<file path="src/rtl/tgt_bridge_pkg.sv">
package tgt_bridge_pkg;
  localparam int HDR_DW  = 3;
  localparam int PKT_MAX = HDR_DW + 1;
  localparam int PKT_IW  = $clog2(PKT_MAX);
  localparam int PKT_CW  = $clog2(PKT_MAX + 1);

  localparam logic [1:0] FMT_RD3   = 2'b00;
  localparam logic [1:0] FMT_WR3   = 2'b10;
  localparam logic [4:0] TYPE_MEM  = 5'b00000;
  localparam logic [4:0] TYPE_CPL  = 5'b01010;
  localparam logic [2:0] ST_OK     = 3'b000;
  localparam logic [2:0] ST_UNSUP  = 3'b001;
  localparam logic [11:0] BCNT_ONE = 12'd4;

  typedef enum logic [1:0] {K_OTHER, K_BADLEN, K_READ, K_WRITE} req_kind_e;

  typedef struct packed {
    req_kind_e   kind;
    logic [15:0] rid;
    logic [7:0]  tag;
    logic [31:0] addr;
    logic [31:0] data;
  } req_t;

  function automatic logic [31:0] byte_rev(input logic [31:0] d);
    return {d[7:0], d[15:8], d[23:16], d[31:24]};
  endfunction
endpackage

</file>
<file path="src/rtl/tgt_rx_parse.sv">
module tgt_rx_parse
  import tgt_bridge_pkg::*;
(
  input  logic        clk,
  input  logic        rst,
  input  logic [31:0] rx_data,
  input  logic        rx_sof_n,
  input  logic        rx_eof_n,
  input  logic        rx_src_rdy_n,
  output logic        rx_dst_rdy_n,
  output logic        req_valid,
  output req_t        req,
  input  logic        req_done
);
  logic [PKT_MAX-1:0][31:0] slot;
  logic [PKT_CW-1:0]        wcnt;
  logic                     in_pkt;
  logic                     hold;
  logic                     take;
  logic [1:0]               fmt;
  logic [4:0]               typ;
  logic [9:0]               len;
  logic                     is_mem;

  assign take = !rx_src_rdy_n && !rx_dst_rdy_n;

  always_ff @(posedge clk) begin
    if (rst) begin
      in_pkt       <= 1'b0;
      hold         <= 1'b0;
      rx_dst_rdy_n <= 1'b0;
      wcnt         <= '0;
      slot         <= '0;
    end else if (hold) begin
      if (req_done) begin
        hold         <= 1'b0;
        rx_dst_rdy_n <= 1'b0;
      end
    end else if (take) begin
      if (!rx_sof_n) begin
        slot[0] <= rx_data;
        wcnt    <= PKT_CW'(1);
        in_pkt  <= 1'b1;
      end else if (in_pkt && (wcnt < PKT_CW'(PKT_MAX))) begin
        slot[wcnt[PKT_IW-1:0]] <= rx_data;
        wcnt <= wcnt + PKT_CW'(1);
      end
      if ((!rx_sof_n || in_pkt) && !rx_eof_n) begin
        in_pkt       <= 1'b0;
        hold         <= 1'b1;
        rx_dst_rdy_n <= 1'b1;
      end
    end
  end

  assign fmt    = slot[0][30:29];
  assign typ    = slot[0][28:24];
  assign len    = slot[0][9:0];
  assign is_mem = (typ == TYPE_MEM) && (wcnt >= PKT_CW'(HDR_DW)) &&
                  ((fmt == FMT_RD3) || ((fmt == FMT_WR3) && (wcnt >= PKT_CW'(PKT_MAX))));

  always_comb begin
    req.rid  = slot[1][31:16];
    req.tag  = slot[1][15:8];
    req.addr = {slot[2][31:2], 2'b00};
    req.data = slot[HDR_DW];
    if (!is_mem)             req.kind = K_OTHER;
    else if (len != 10'd1)   req.kind = K_BADLEN;
    else if (fmt == FMT_WR3) req.kind = K_WRITE;
    else                     req.kind = K_READ;
  end

  assign req_valid = hold;
endmodule

</file>
<file path="src/rtl/tgt_addr_win.sv">
module tgt_addr_win #(
  parameter int ABITS = 16
) (
  input  logic             clk,
  input  logic             rst,
  input  logic [ABITS-1:0] win_off,
  input  logic             page_we,
  input  logic [32-ABITS:0] page_in,
  output logic             upper,
  output logic [31:0]      map_addr,
  output logic [31:0]      page_word
);
  localparam int PW = 33 - ABITS;
  localparam int LW = ABITS - 1;

  logic [PW-1:0] page_q;

  always_ff @(posedge clk) begin
    if (rst)          page_q <= '0;
    else if (page_we) page_q <= page_in;
  end

  assign upper     = win_off[ABITS-1];
  assign map_addr  = {page_q, win_off[LW-1:0]};
  assign page_word = {page_q, {LW{1'b0}}};
endmodule

</file>
<file path="src/rtl/tgt_engine.sv">
module tgt_engine
  import tgt_bridge_pkg::*;
#(
  parameter logic [15:0] CPL_ID = 16'h0100
) (
  input  logic                     clk,
  input  logic                     rst,
  input  logic                     req_valid,
  input  req_t                     req,
  output logic                     req_done,
  input  logic                     upper,
  input  logic [31:0]              map_addr,
  input  logic [31:0]              page_word,
  output logic                     page_we,
  output logic                     bus_req,
  output logic                     bus_we,
  output logic [31:0]              bus_addr,
  output logic [31:0]              bus_wdata,
  input  logic                     bus_ack,
  input  logic                     bus_err,
  input  logic [31:0]              bus_rdata,
  output logic                     cpl_start,
  output logic [PKT_MAX-1:0][31:0] cpl_words,
  output logic [PKT_IW-1:0]        cpl_last,
  input  logic                     cpl_done,
  output logic                     ur_flag
);
  typedef enum logic [2:0] {S_IDLE, S_BUS, S_CPL, S_TXW, S_DONE} eng_st_e;

  eng_st_e     st;
  logic [31:0] rd_le;
  logic        rd_bad;

  assign page_we = (st == S_IDLE) && req_valid && (req.kind == K_WRITE) && upper;

  always_ff @(posedge clk) begin
    if (rst) begin
      st        <= S_IDLE;
      req_done  <= 1'b0;
      bus_req   <= 1'b0;
      bus_we    <= 1'b0;
      bus_addr  <= '0;
      bus_wdata <= '0;
      cpl_start <= 1'b0;
      ur_flag   <= 1'b0;
      rd_le     <= '0;
      rd_bad    <= 1'b0;
    end else begin
      ur_flag <= 1'b0;
      case (st)
        S_IDLE: if (req_valid) begin
          case (req.kind)
            K_WRITE: begin
              if (upper) begin
                req_done <= 1'b1;
                st       <= S_DONE;
              end else begin
                bus_req   <= 1'b1;
                bus_we    <= 1'b1;
                bus_addr  <= map_addr;
                bus_wdata <= byte_rev(req.data);
                st        <= S_BUS;
              end
            end
            K_READ: begin
              if (upper) begin
                rd_le  <= page_word;
                rd_bad <= 1'b0;
                st     <= S_CPL;
              end else begin
                bus_req  <= 1'b1;
                bus_we   <= 1'b0;
                bus_addr <= map_addr;
                st       <= S_BUS;
              end
            end
            K_BADLEN: begin
              ur_flag  <= 1'b1;
              req_done <= 1'b1;
              st       <= S_DONE;
            end
            default: begin
              req_done <= 1'b1;
              st       <= S_DONE;
            end
          endcase
        end
        S_BUS: if (bus_ack) begin
          bus_req <= 1'b0;
          if (bus_we) begin
            req_done <= 1'b1;
            st       <= S_DONE;
          end else begin
            rd_le  <= bus_rdata;
            rd_bad <= bus_err;
            st     <= S_CPL;
          end
        end
        S_CPL: begin
          cpl_start <= 1'b1;
          st        <= S_TXW;
        end
        S_TXW: begin
          cpl_start <= 1'b0;
          if (cpl_done) begin
            req_done <= 1'b1;
            st       <= S_DONE;
          end
        end
        default: begin
          req_done <= 1'b0;
          st       <= S_IDLE;
        end
      endcase
    end
  end

  always_comb begin
    cpl_words[0] = rd_bad ? {1'b0, FMT_RD3, TYPE_CPL, 24'h000000}
                          : {1'b0, FMT_WR3, TYPE_CPL, 24'h000001};
    cpl_words[1] = {CPL_ID, (rd_bad ? ST_UNSUP : ST_OK), 1'b0, BCNT_ONE};
    cpl_words[2] = {req.rid, req.tag, 1'b0, req.addr[6:0]};
    cpl_words[3] = byte_rev(rd_le);
    cpl_last     = rd_bad ? PKT_IW'(HDR_DW - 1) : PKT_IW'(HDR_DW);
  end
endmodule

</file>
<file path="src/rtl/tgt_cpl_tx.sv">
module tgt_cpl_tx
  import tgt_bridge_pkg::*;
#(
  parameter int BUFW = 6
) (
  input  logic                     clk,
  input  logic                     rst,
  input  logic                     start,
  input  logic [PKT_MAX-1:0][31:0] words,
  input  logic [PKT_IW-1:0]        last_idx,
  input  logic [BUFW-1:0]          tx_buf_av,
  input  logic                     tx_dst_rdy_n,
  output logic [31:0]              tx_data,
  output logic                     tx_sof_n,
  output logic                     tx_eof_n,
  output logic                     tx_src_rdy_n,
  output logic                     done
);
  typedef enum logic [1:0] {T_IDLE, T_WAIT, T_SEND} tx_st_e;

  tx_st_e            st;
  logic [PKT_IW-1:0] idx;
  logic [PKT_IW-1:0] nxt;

  assign nxt = idx + PKT_IW'(1);

  always_ff @(posedge clk) begin
    if (rst) begin
      st           <= T_IDLE;
      idx          <= '0;
      tx_data      <= '0;
      tx_sof_n     <= 1'b1;
      tx_eof_n     <= 1'b1;
      tx_src_rdy_n <= 1'b1;
      done         <= 1'b0;
    end else begin
      done <= 1'b0;
      case (st)
        T_IDLE: if (start) st <= T_WAIT;
        T_WAIT: if (tx_buf_av != '0) begin
          tx_data      <= words[0];
          tx_sof_n     <= 1'b0;
          tx_src_rdy_n <= 1'b0;
          tx_eof_n     <= (last_idx != '0);
          idx          <= '0;
          st           <= T_SEND;
        end
        default: if (!tx_dst_rdy_n) begin
          if (idx == last_idx) begin
            tx_src_rdy_n <= 1'b1;
            tx_sof_n     <= 1'b1;
            tx_eof_n     <= 1'b1;
            done         <= 1'b1;
            st           <= T_IDLE;
          end else begin
            idx      <= nxt;
            tx_data  <= words[nxt];
            tx_sof_n <= 1'b1;
            tx_eof_n <= (nxt != last_idx);
          end
        end
      endcase
    end
  end
endmodule

</file>
<file path="src/rtl/pkt_target_bridge.sv">
module pkt_target_bridge
  import tgt_bridge_pkg::*;
#(
  parameter int          ABITS  = 16,
  parameter int          BUFW   = 6,
  parameter logic [15:0] CPL_ID = 16'h0100
) (
  input  logic            clk,
  input  logic            rst,
  input  logic [31:0]     rx_data,
  input  logic            rx_sof_n,
  input  logic            rx_eof_n,
  input  logic            rx_src_rdy_n,
  output logic            rx_dst_rdy_n,
  output logic [31:0]     tx_data,
  output logic            tx_sof_n,
  output logic            tx_eof_n,
  output logic            tx_src_rdy_n,
  input  logic            tx_dst_rdy_n,
  input  logic [BUFW-1:0] tx_buf_av,
  output logic            bus_req,
  output logic            bus_we,
  output logic [31:0]     bus_addr,
  output logic [31:0]     bus_wdata,
  input  logic            bus_ack,
  input  logic            bus_err,
  input  logic [31:0]     bus_rdata,
  output logic            ur_flag
);
  logic                     req_valid;
  req_t                     req;
  logic                     req_done;
  logic                     upper;
  logic [31:0]              map_addr;
  logic [31:0]              page_word;
  logic                     page_we;
  logic [31:0]              wr_le;
  logic                     cpl_start;
  logic [PKT_MAX-1:0][31:0] cpl_words;
  logic [PKT_IW-1:0]        cpl_last;
  logic                     cpl_done;

  assign wr_le = byte_rev(req.data);

  tgt_rx_parse u_rx (
    .clk(clk), .rst(rst), .rx_data(rx_data), .rx_sof_n(rx_sof_n),
    .rx_eof_n(rx_eof_n), .rx_src_rdy_n(rx_src_rdy_n), .rx_dst_rdy_n(rx_dst_rdy_n),
    .req_valid(req_valid), .req(req), .req_done(req_done)
  );

  tgt_addr_win #(.ABITS(ABITS)) u_win (
    .clk(clk), .rst(rst), .win_off(req.addr[ABITS-1:0]), .page_we(page_we),
    .page_in(wr_le[31:ABITS-1]), .upper(upper), .map_addr(map_addr),
    .page_word(page_word)
  );

  tgt_engine #(.CPL_ID(CPL_ID)) u_eng (
    .clk(clk), .rst(rst), .req_valid(req_valid), .req(req), .req_done(req_done),
    .upper(upper), .map_addr(map_addr), .page_word(page_word), .page_we(page_we),
    .bus_req(bus_req), .bus_we(bus_we), .bus_addr(bus_addr), .bus_wdata(bus_wdata),
    .bus_ack(bus_ack), .bus_err(bus_err), .bus_rdata(bus_rdata),
    .cpl_start(cpl_start), .cpl_words(cpl_words), .cpl_last(cpl_last),
    .cpl_done(cpl_done), .ur_flag(ur_flag)
  );

  tgt_cpl_tx #(.BUFW(BUFW)) u_tx (
    .clk(clk), .rst(rst), .start(cpl_start), .words(cpl_words), .last_idx(cpl_last),
    .tx_buf_av(tx_buf_av), .tx_dst_rdy_n(tx_dst_rdy_n), .tx_data(tx_data),
    .tx_sof_n(tx_sof_n), .tx_eof_n(tx_eof_n), .tx_src_rdy_n(tx_src_rdy_n),
    .done(cpl_done)
  );
endmodule

</file>
<file path="config.mk">
export PLATFORM = sky130hd
export DESIGN_NAME = pkt_target_bridge
export DESIGN_NICKNAME = d
export VERILOG_FILES = /design/src/rtl/tgt_bridge_pkg.sv /design/src/rtl/tgt_rx_parse.sv /design/src/rtl/tgt_addr_win.sv /design/src/rtl/tgt_engine.sv /design/src/rtl/tgt_cpl_tx.sv /design/src/rtl/pkt_target_bridge.sv
export SDC_FILE = /design/constraint.sdc
export NUM_CORES = 1
export LEC_CHECK = 0
export CAP_MARGIN = 10
export CORE_AREA = 3 3 260 134
export DETAILED_ROUTE_END_ITERATION = 12
export DIE_AREA = 0 0 263 137
export DONT_BUFFER_PORTS = 1
export PLACE_DENSITY_LB_ADDON = 0.15
export SYNTH_ARGS = -nofsm -noshare
export SYNTH_HDL_FRONTEND = slang
export SYNTH_SLANG_ARGS = --single-unit
</file>
<file path="constraint.sdc">
create_clock -name clk -period 3.1 [get_ports clk]
set_input_delay 0.465 -clock clk [delete_from_list [all_inputs] [get_ports clk]]
set_output_delay 0.465 -clock clk [all_outputs]
set_load 0.03 [all_outputs]
</file>
==> results.json, run 1 <==
{
  "num_rows": 47,
  "overflow": 0,
  "io_buffers": 0,
  "viasPerCell": 4.897,
  "clock.fmax_ghz": 0.3529,
  "cp-start-kind": "register",
  "insertion_delay_ps": 550,
  "p_total_mw": 6.608,
  "die_area_um2": 36030,
  "place_congestion": 0.7658,
  "hold_viol": 0,
  "synthCells": 1058,
  "die_w_um": 263,
  "dp_hpwl_um": 21110,
  "ys_warn_count": 0,
  "cts_root_buf": "clkbuf_16",
  "vdd_drop_max_mv": 0.2871,
  "synth-edff-count": 0,
  "numCtsBuffers": 25,
  "ys_async_sr_fraction": 0,
  "status": "finished clean",
  "routed_wl_um": 30590,
  "antenna_found_initial": 3,
  "fin_nets": 1124,
  "finish.utilization": 0.3408,
  "cts.sinks": 253,
  "skew_ps": 32.52,
  "slew_violations": 0,
  "ys_ff_latch": 253,
  "end_kind": "register",
  "drtPass1Iterations": 5,
  "worst-endpoint-required_ps": 3600,
  "post_drt_wl_per_cell_um": 20.38,
  "arrival_ps": 3330,
  "syn_avg_cell_area_um2": 9.279,
  "synth.distinct_cells": 49,
  "grt_pass1_wl_um": 45430,
  "cts_buffer_depth": 3,
  "synth_ff_type": "dfxtp_1",
  "cp_max_fo": 19,
  "maxSlewHeadroom": 0.5458,
  "pin_count": 181,
  "vias": 7350,
  "grt_setup_unrepaired": "false",
  "grt_start_max_net_pins": 187,
  "min_period_over_period": 0.9141,
  "core_um2": 32810,
  "slowest_delay_ps": 590,
  "fin_tns_setup_ps": 0,
  "area_growth_pct": 13.92,
  "grt_usage": 0.1632,
  "power_density_nw_per_um2": 590.9,
  "path_class": "register to register",
  "grt_pass1_vias": 7046,
  "drc": 0,
  "crit_chain": "nor4b_1 -> nand2_1 -> nor4_4 -> buf_4 -> nor2_1 -> a211oi_1 -> dlygate4sd3_1",
  "ys_seq_area_frac": 0.5159,
  "tightest_slew_ps": 681.3,
  "drive_above_1_share": 0.09546,
  "drt_iter0_drc": 521,
  "slowest_stage": "nor4b_1",
  "hold_class": "input port to register",
  "clk_pin_slew_ps": 70,
  "maxCapViolCount": 0,
  "die_h_um": 137,
  "setup_ws_ps": 266.2,
  "synthesis.area_um2": 9817,
  "start_util": 0.2992,
  "setup_violations": 0,
  "place_ws_ps": 388.8,
  "tritoncts": "built",
  "drtAntennaViolNets": 0,
  "period_minus_slack_ps": 2834,
  "p_leak_nw": 3.731,
  "cts-htree-levels": 1
}
-- layout by cell type, fill, tap and decap left out, types with 3 or more instances in the layout --
master         netlist  final
mux2_2              24     24
a22oi_1             29     29
o21a_1               3      3
inv_1               10     10
nor4_1               5      4
nand2b_1             8      8
clkbuf_16            0     25
nor2_1             147    147
dfxtp_1            253    252
a211oi_1            22     22
clkinv_2             0      3
o21ai_0              9      9
ha_1                 7      7
and2_1               4      5
nor4_4               2      3
a22o_1              16     16
nor2b_1             10     10
dlygate4sd3_1        0      5
nand3_1              5      5
a21o_1               4      4
buf_4                7     21
a211o_1              3      3
nor3_1              24     24
a21oi_1             89     87
clkbuf_8             0      9
mux2i_1            114    114
nand2_1            161    161
clkbuf_1            55      6
-- timing repair --
action                                 in CTS  in global routing
setup endpoints to repair                   0                  1
endpoints found under the hold margin       3                  8
hold buffers                                5                  1
buffers inserted                            0                  0
gates resized for setup                     0                  1
-- state kept, by name, indices dropped and copies added (netlist names), 2 cells and up --
name / flops
u_rx.len: 10
u_eng.rd_le: 32
u_rx.fmt: 2
u_win.page_q: 17
u_eng.bus_wdata: 32
u_rx.req: 70
u_eng.st: 3
u_rx.wcnt: 3
u_eng.bus_addr: 30
u_tx.tx_data: 32
u_rx.slot: 5
u_tx.st: 2
u_tx.idx: 2
-- power by group --
group	total (mW)	switching, mW	internal (mW)
Clock	3.18	1.33	1.85
Combinational	0.141	0.0847	0.0566
Sequential	3.29	0.0189	3.27
Total	6.61	1.43	5.18
-- routing by layer --
| layer | wire (um) | track usage | part of all wire |
|---|---|---|---|
| met1 | 13950 | 0.2141 | 0.46 |
| met2 | 14490 | 0.2731 | 0.47 |
| met3 | 1348 | 0.03646 | 0.044 |
| met4 | 788 | 0.04309 | 0.026 |
| met5 | 13 | 0 | 0.00042 |
-- worst paths after layout --
kind                        startpoint                    endpoint  slack (ps)  cells after the start
min                        rx_data[14]   u_rx.req[70]$_SDFFE_PP0P_          40                      2
min reg2reg  u_rx.req[78]$_SDFFE_PP0P_   u_rx.req[78]$_SDFFE_PP0P_         450                      2
max           u_eng.st[0]$_SDFFE_PP0P_  u_eng.bus_req$_SDFFE_PP0P_         270                      7
max reg2reg   u_eng.st[0]$_SDFFE_PP0P_  u_eng.bus_req$_SDFFE_PP0P_         270                      7
-- metrics by stage --
stage / hold WS [ps] / area, um^2 / instances
finish: 44.55 / 11180 / 1501
global route: 1.692 / 11180 / 1501
CTS: 3.936 / 11150 / 1497
detailed placement: 440.7 / 10240 / 1446
global placement: 435.5 / 10240 / 1446
floorplan: 432.9 / 9821 / 1059
-- Yosys cell counts, drive strengths merged (6+ instances only) --
cell type  instances  area, um^2
a22o              16       140.1
mux2              24       270.3
nand2            161       604.3
a22oi             29       217.7
nor3              25       130.1
nor2b             10       62.56
nand2b             8       50.05
mux2i            114        1141
a21oi             89       445.4
o21ai              9       45.04
and2               6       37.53
buf               21       140.1
inv               10       37.54
ha                 7       87.58
dfxtp            253        5065
nor2             147       551.8
nor4               8       86.33
clkbuf            55       206.5
a211oi            22       165.2
-- area by class of cell --
| type | instances | area, um^2 |
|---|---|---|
| fill | 3394 | 21630 |
| sequential | 253 | 5066 |
| multi-input combinational | 720 | 4410 |
| clock buffer | 39 | 758.2 |
| tap | 441 | 551.8 |
| timing repair buffer | 29 | 261.5 |
| clock inverter | 7 | 92.59 |
| inverter | 10 | 37.54 |
| antenna | 2 | 5.005 |
-- worst max-delay path, delay by kind of cell, from the launching register on --
| kind | cells | cell delay, ps |
|---|---|---|
| simple gates | 4 | 1140 |
| compound gates | 1 | 230 |
| buf+inv | 2 | 960 |
| flops | 1 | 430 |
-- kinds of logic (layout without fill, tap and decap cells) --
family / count (synthesis) / after routing / synth area share
other cells: 1 / 4 / 0.0003820
flops: 253 / 253 / 0.5159
xor+xnor: 1 / 1 / 0.0008923
mux: 138 / 138 / 0.1438
fa+ha+maj: 7 / 7 / 0.008921
buf+inv: 86 / 85 / 0.03913
simple gates: 384 / 384 / 0.1682
compound gates: 188 / 188 / 0.1227
(Power assumes the default switching activity.)
==> run 2: changes to the inputs <==
--- a/config.mk
+++ b/config.mk
@@ -5,10 +5,11 @@
 export SDC_FILE = /design/constraint.sdc
 export NUM_CORES = 1
 export LEC_CHECK = 0
+export ABC_AREA = 1
 export CAP_MARGIN = 10
-export CORE_AREA = 3 3 260 134
+export CORE_AREA = 3 3 269 139
 export DETAILED_ROUTE_END_ITERATION = 12
-export DIE_AREA = 0 0 263 137
+export DIE_AREA = 0 0 272 142
 export DONT_BUFFER_PORTS = 1
 export PLACE_DENSITY_LB_ADDON = 0.15
 export SYNTH_ARGS = -nofsm -noshare
==> constraint.sdc (replaced) <==
create_clock -name clk -period 3.1 [get_ports clk]
set_input_delay 0.155 -clock clk [delete_from_list [all_inputs] [get_ports clk]]
set_output_delay 0.155 -clock clk [all_outputs]
set_load 0.03 [all_outputs]
==> run 2 against run 1 <==
  * Cell area increased by 11%
  * Sequential cell count unchanged
  * Via count increased by 24%
  * Clock skew decreased by 24 ps
  * Sequential power about the same
  * Clock power increased by 8.2%
  * Routed wire length increased by 10%
  * First-iteration DRC count increased by 7.5%
  * Maximum frequency increased by 11%
  * Non-clock buffer count increased by 59
  * Sequential share of layout area decreased by 4.7 points
  * Largest power group is now the clock network
==> results.json, run 2 <==
{
  "fin_cells": 2017,
  "synth_area_leaders": "dfxtp_1 (48%), nand2_1 (14%), a21oi_1 (7.8%)",
  "cts_root_buf": "clkbuf_16",
  "end_kind": "register",
  "core_um2": 35380,
  "holdBufCountCts": 72,
  "clk_pin_slew_ps": 70,
  "cts_buffer_depth": 3,
  "grtUsageMet3": 0.04278,
  "cts-resized-gates": 0,
  "slew_violations": 0,
  "yosysTopAreaCell": "dfxtp_1",
  "pin_count": 181,
  "ys_async_sr_fraction": 0,
  "cts_setup_buffers": 0,
  "routed_wl_um": 33800,
  "antenna_found_initial": 0,
  "diodes": 0,
  "fin_nets": 1598,
  "arrival_ps": 3030,
  "clock.fmax_ghz": 0.3923,
  "status": "finished clean",
  "synth.distinct_cells": 36,
  "drtPass1Iterations": 5,
  "die_w_um": 272,
  "tritoncts": "built",
  "grt-busiest-layer": "met2",
  "place_congestion": 0.7882,
  "setup_ws_ps": 551.0,
  "grt_start_max_net_pins": 86,
  "die_area_um2": 38620,
  "viasPerCell": 4.502,
  "fin_tns_setup_ps": 0,
  "layout_commonest_cell": "nand2_1",
  "synthCells": 1485,
  "drive_above_1_share": 0.05806,
  "maxSlewHeadroom": 0.5507,
  "use_met2": 0.2770,
  "tightest_slew_ps": 672.4,
  "syn_avg_cell_area_um2": 7.061,
  "area_growth_pct": 18.82,
  "period_minus_slack_ps": 2549,
  "maxCapViolCount": 0,
  "cp_max_fo": 28,
  "synth_ff_type": "dfxtp_1",
  "p_leak_nw": 5.548,
  "post_drt_wl_per_cell_um": 16.76,
  "place_ws_ps": 690.9,
  "grt_pass1_wl_um": 52150,
  "setup_violations": 0,
  "cts.sinks": 253,
  "vdd_drop_max_mv": 0.2858,
  "grt_usage": 0.1725,
  "power_density_nw_per_um2": 567.0,
  "ys_warn_count": 0,
  "vias": 9080,
  "ys_seq_area_frac": 0.4830,
  "synth_common_cells": "nand2_1 (386), dfxtp_1 (253), nor2_1 (210), a21oi_1 (163), inv_1 (160)",
  "grt_use_met1": 0.2386,
  "drt_iter0_drc": 560,
  "start_util": 0.2964,
  "worst-endpoint-required_ps": 3590,
  "num_rows": 49,
  "min_period_over_period": 0.8222,
  "finish.utilization": 0.3522,
  "insertion_delay_ps": 540,
  "largest_register_ffs": 70,
  "io_buffers": 0,
  "ys_ff_latch": 253,
  "cp-start-kind": "register",
  "layout_common_cells": "nand2_1 (386), dfxtp_1 (253), nor2_1 (209)",
  "path_class": "register to register",
  "synth.most_common_cell": "nand2_1",
  "dp_cells": 1897,
  "netlist.area_leader.share": 0.4830,
  "skew_ps": 8.752,
  "hold_class": "input port to register",
  "synth-edff-count": 0,
  "die_h_um": 142,
  "drtAntennaViolNets": 0,
  "overflow": 0,
  "hold_viol": 0,
  "grt_setup_unrepaired": "false",
  "cts-htree-levels": 1,
  "grt_pass1_vias": 8789,
  "synthesis.area_um2": 10490,
  "numCtsBuffers": 26,
  "dp_hpwl_um": 23910,
  "drc": 0
}
[run 2: changes by cell type in the layout (fill, tap and decap cells not counted), moves of 21 or more]
cell / change
a211oi_1: -21
a21oi_1: +76
nand2_1: +225
o21ai_0: +111
nor2_1: +62
inv_1: +149
nand3_1: +40
a22oi_1: -29
mux2_2: -24
dlygate4sd3_1: +66
mux2i_1: -114
[run 2: per-stage QoR]
stage          hold slack (ps)  power (mW)  instance area [um^2]
2_1_floorplan            297.1       3.544                 10490
3_3_place_gp             229.2       3.601                 10790
3_5_place_dp             230.0       3.603                 10790
4_1_cts                  1.591       7.168                 12460
5_1_grt                  50.88       7.330                 12460
6_report                 10.16       7.064                 12460
[run 2: area by class of cell]
| cell class | instances | area (um^2) |
|---|---|---|
| timing repair buffer | 88 | 870.8 |
| tap | 484 | 605.6 |
| sequential | 253 | 5065 |
| clock buffer | 36 | 769.5 |
| clock inverter | 12 | 162.7 |
| multi-input combinational | 976 | 4353 |
| inverter | 168 | 633.1 |
| fill | 3807 | 22920 |
[run 2: final timing paths]
path / startpoint / endpoint / slack, ps / cells after the start
worst max-delay path: u_tx.idx[0]$_SDFFE_PP0P_ / u_tx.tx_data[7]$_SDFFE_PP0P_ / 550 / 7
worst max register to register: u_tx.idx[0]$_SDFFE_PP0P_ / u_tx.tx_data[7]$_SDFFE_PP0P_ / 550 / 7
worst min-delay path: bus_rdata[25] / u_eng.rd_le[25]$_SDFFE_PP0P_ / 10 / 4
worst min register to register: u_rx.slot[24]$_SDFFE_PP0P_ / u_rx.slot[24]$_SDFFE_PP0P_ / 450 / 2
[run 2: worst max-delay path, cell delays in order (launching register included)]
cell and delay, ps:
dfxtp_1 580, ha_1 350, nor2_1 170, o21ai_2 150, inv_2 430, nand2_1 100
a21oi_1 160, dlygate4sd3_1 550
[run 2: routing by layer]
layer  vias up  share of wire
li1       4695              -
met1      4140           0.48
met2       192           0.44
met3        53          0.062
met4         0          0.018
met5         -              0
[run 2: where the power goes]
part | internal (mW) | leakage, nW | total (mW) | switching (mW)
clock network | 2.06 | 0.463 | 3.44 | 1.37
logic | 0.116 | 3.04 | 0.321 | 0.206
registers | 3.28 | 2.04 | 3.31 | 0.0256
[run 2: cells by family (layout without fill, tap and decap cells)]
family / count (synthesis) / after routing / share of synthesized area
flip-flops: 253 / 253 / 0.4830
adder cells (fa/ha/maj): 7 / 7 / 0.008352
buffers and inverters: 257 / 304 / 0.1036
AO/OA/AOI/OAI: 295 / 295 / 0.1441
AND/OR/NAND/NOR: 672 / 672 / 0.2606
other: 1 / 2 / 0.0003576
==> run 3: changes to the inputs <==
--- a/config.mk
+++ b/config.mk
@@ -5,11 +5,11 @@
 export SDC_FILE = /design/constraint.sdc
 export NUM_CORES = 1
 export LEC_CHECK = 0
-export ABC_AREA = 1
+export ABC_AREA = 0
 export CAP_MARGIN = 10
-export CORE_AREA = 3 3 269 139
+export CORE_AREA = 3 3 260 134
 export DETAILED_ROUTE_END_ITERATION = 12
-export DIE_AREA = 0 0 272 142
+export DIE_AREA = 0 0 263 137
 export DONT_BUFFER_PORTS = 1
 export PLACE_DENSITY_LB_ADDON = 0.15
 export SYNTH_ARGS = -nofsm -noshare
==> constraint.sdc (replaced) <==
create_clock -name clk -period 2.6 [get_ports clk]
set_input_delay 0.13 -clock clk [delete_from_list [all_inputs] [get_ports clk]]
set_output_delay 0.13 -clock clk [all_outputs]
set_load 0.03 [all_outputs]
==> run 3 against run 2 <==
  * Non-clock buffer count up 95
  * Critical path depth unchanged
  * First-iteration DRC count down 14%
  * Clock power up 9.9%
  * Critical path type unchanged
  * Largest cell class unchanged
  * Largest power group is now sequential cells
==> results.json, run 3 (synthesis gave the netlist of run 1 again) <==
{
  "status": "finished clean",
  "die_area_um2": 36030,
  "slowest_delay_ps": 570,
  "dp_cells": 1453,
  "fillCellCount": 3298,
  "min_period_over_period": 0.9468,
  "reg2reg_depth": 7,
  "tritoncts": "built",
  "drc": 0,
  "grt-busiest-layer": "met2",
  "timing.rr.end": "u_rx.req[4]$_SDFFE_PP0P_",
  "routed_wl_um": 32630,
  "die_w_um": 263,
  "cts_buffer_depth": 3,
  "critPathLaunch": "u_rx.req_valid$_SDFF_PP0_",
  "reg2reg_setup_slack_ps": 140,
  "cts_root_buf": "clkbuf_16",
  "numCtsBuffers": 25,
  "crit_chain": "nor3_1 -> and3_1 -> and2_1 -> buf_6 -> nand2_1 -> a21oi_1 -> dlygate4sd3_1",
  "finish.utilization": 0.3888,
  "power.internal_mw": 6.243,
  "drive_above_1_share": 0.09083,
  "use_met2": 0.2981,
  "antenna_found_initial": 1,
  "cp-start-kind": "register",
  "dp_hpwl_um": 21060,
  "power_density_nw_per_um2": 627.1,
  "cts-htree-levels": 1,
  "fin_tns_setup_ps": 0,
  "cts_setup_buffers": 0,
  "grtUsageMet3": 0.04383,
  "netSwitchingFraction": 0.2196,
  "combPwrFrac": 0.038,
  "critPathCapture": "u_rx.req[4]$_SDFFE_PP0P_",
  "num_rows": 47,
  "path_class": "register to register",
  "p_leak_nw": 4.641,
  "grt_start_max_net_pins": 143,
  "cp_max_fo": 32,
  "worst-endpoint-required_ps": 3090,
  "post_drt_wl_per_cell_um": 19.74,
  "tightest_slew_ps": 721.1,
  "largest_register_ffs": 70,
  "vdd_drop_max_mv": 0.3867,
  "start_util": 0.2992,
  "grt_setup_unrepaired": "false",
  "overflow": 0,
  "skew_ps": 19.09,
  "vias": 7970,
  "min_path_cells": 4,
  "cts.sinks": 253,
  "period_minus_slack_ps": 2462,
  "clock.fmax_ghz": 0.4062,
  "clk_pin_slew_ps": 70,
  "place_congestion": 0.7979,
  "clockPowerShare": 0.472,
  "hold_viol": 0,
  "power_switching_mw": 1.757,
  "core_um2": 32810,
  "viasPerCell": 4.822,
  "drtPass1Iterations": 5,
  "grt_pass1_wl_um": 48830,
  "drt_iter0_drc": 484,
  "seqPwrFrac": 0.490,
  "maxSlewHeadroom": 0.5193,
  "arrival_ps": 2950,
  "grt_usage": 0.1745,
  "r2r-start": "u_rx.req_valid$_SDFF_PP0_",
  "hold_class": "input port to register",
  "setup_violations": 0,
  "area_growth_pct": 29.95,
  "die_h_um": 137,
  "insertion_delay_ps": 540,
  "maxCapViolCount": 0,
  "slowest_stage": "dlygate4sd3_1",
  "fin_nets": 1278,
  "io_buffers": 0,
  "fin_cells": 1653,
  "grt_pass1_vias": 7934,
  "grt_use_met1": 0.2246,
  "layout_commonest_cell": "dfxtp_1",
  "pin_count": 181,
  "end_kind": "register",
  "slew_violations": 0,
  "layout_common_cells": "dfxtp_1 (252), nand2_1 (159), dlygate4sd3_1 (153)",
  "drtAntennaViolNets": 0
}
==> run 3: layout make-up <==
class	instances	area (um^2)	area share
sequential	253	5066	0.3971
multi-input combinational	720	4420	0.3465
timing repair buffer	183	1831	0.1435
clock buffer	38	754.5	0.05914
tap	441	551.8	0.04325
clock inverter	7	93.84	0.007356
inverter	10	37.54	0.002942
antenna	1	2.502	0.0001962
==> run 3: power by group through the flow <==
stage	sequential, mW	clock, mW	combinational (mW)
floorplan	4.00	0	0.157
global placement	4.00	0	0.146
detailed placement	4.01	0	0.148
CTS	3.92	3.86	0.300
global route	3.92	4.02	0.325
finish	3.92	3.78	0.300
==> run 3: per-stage QoR <==
| step | area (um^2) | setup slack (ps) | total power [mW] | hold slack [ps] |
|---|---|---|---|---|
| global placement | 10310 | 139.0 | 4.151 | 224.9 |
| finish | 12760 | 138.2 | 8.000 | 41.38 |
| detailed placement | 10310 | 64.86 | 4.155 | 226.3 |
| CTS | 12720 | 34.88 | 8.077 | 16.34 |
| floorplan | 9821 | 353.6 | 4.158 | 225.7 |
| global route | 12760 | 0.4121 | 8.268 | 38.21 |
==> run 3: critical path, delay by kind of cell (launching register included) <==
kind / cells / cell delay [ps]
AND/OR/NAND/NOR: 4 / 1020
AO/OA/AOI/OAI: 1 / 140
buffers and inverters: 2 / 870
flip-flops: 1 / 380
==> run 3: how the worst min path moves through the flow <==
stage                  from                          to  slack (ps)
2_1_floorplan       bus_ack  u_eng.bus_req$_SDFFE_PP0P_         230
3_3_place_gp        bus_ack  u_eng.bus_req$_SDFFE_PP0P_         220
3_5_place_dp        bus_ack  u_eng.bus_req$_SDFFE_PP0P_         230
4_1_cts        tx_buf_av[4]  u_tx.tx_eof_n$_SDFFE_PP1P_          20
5_1_grt        tx_buf_av[4]  u_tx.tx_eof_n$_SDFFE_PP1P_          40
6_report       tx_buf_av[4]  u_tx.tx_eof_n$_SDFFE_PP1P_          40
==> run 3: timing repair <==
item,4_1_cts,5_1_grt
hold buffers,154,0
setup endpoints to repair,0,96
gates resized for setup,0,8
endpoints found under the hold margin,253,0
==> run 3: layer usage <==
layer,routed length (um),up-vias
met3,1716,40
met4,602,0
li1,-,3911
met1,14690,3868
met5,0,-
met2,15630,151
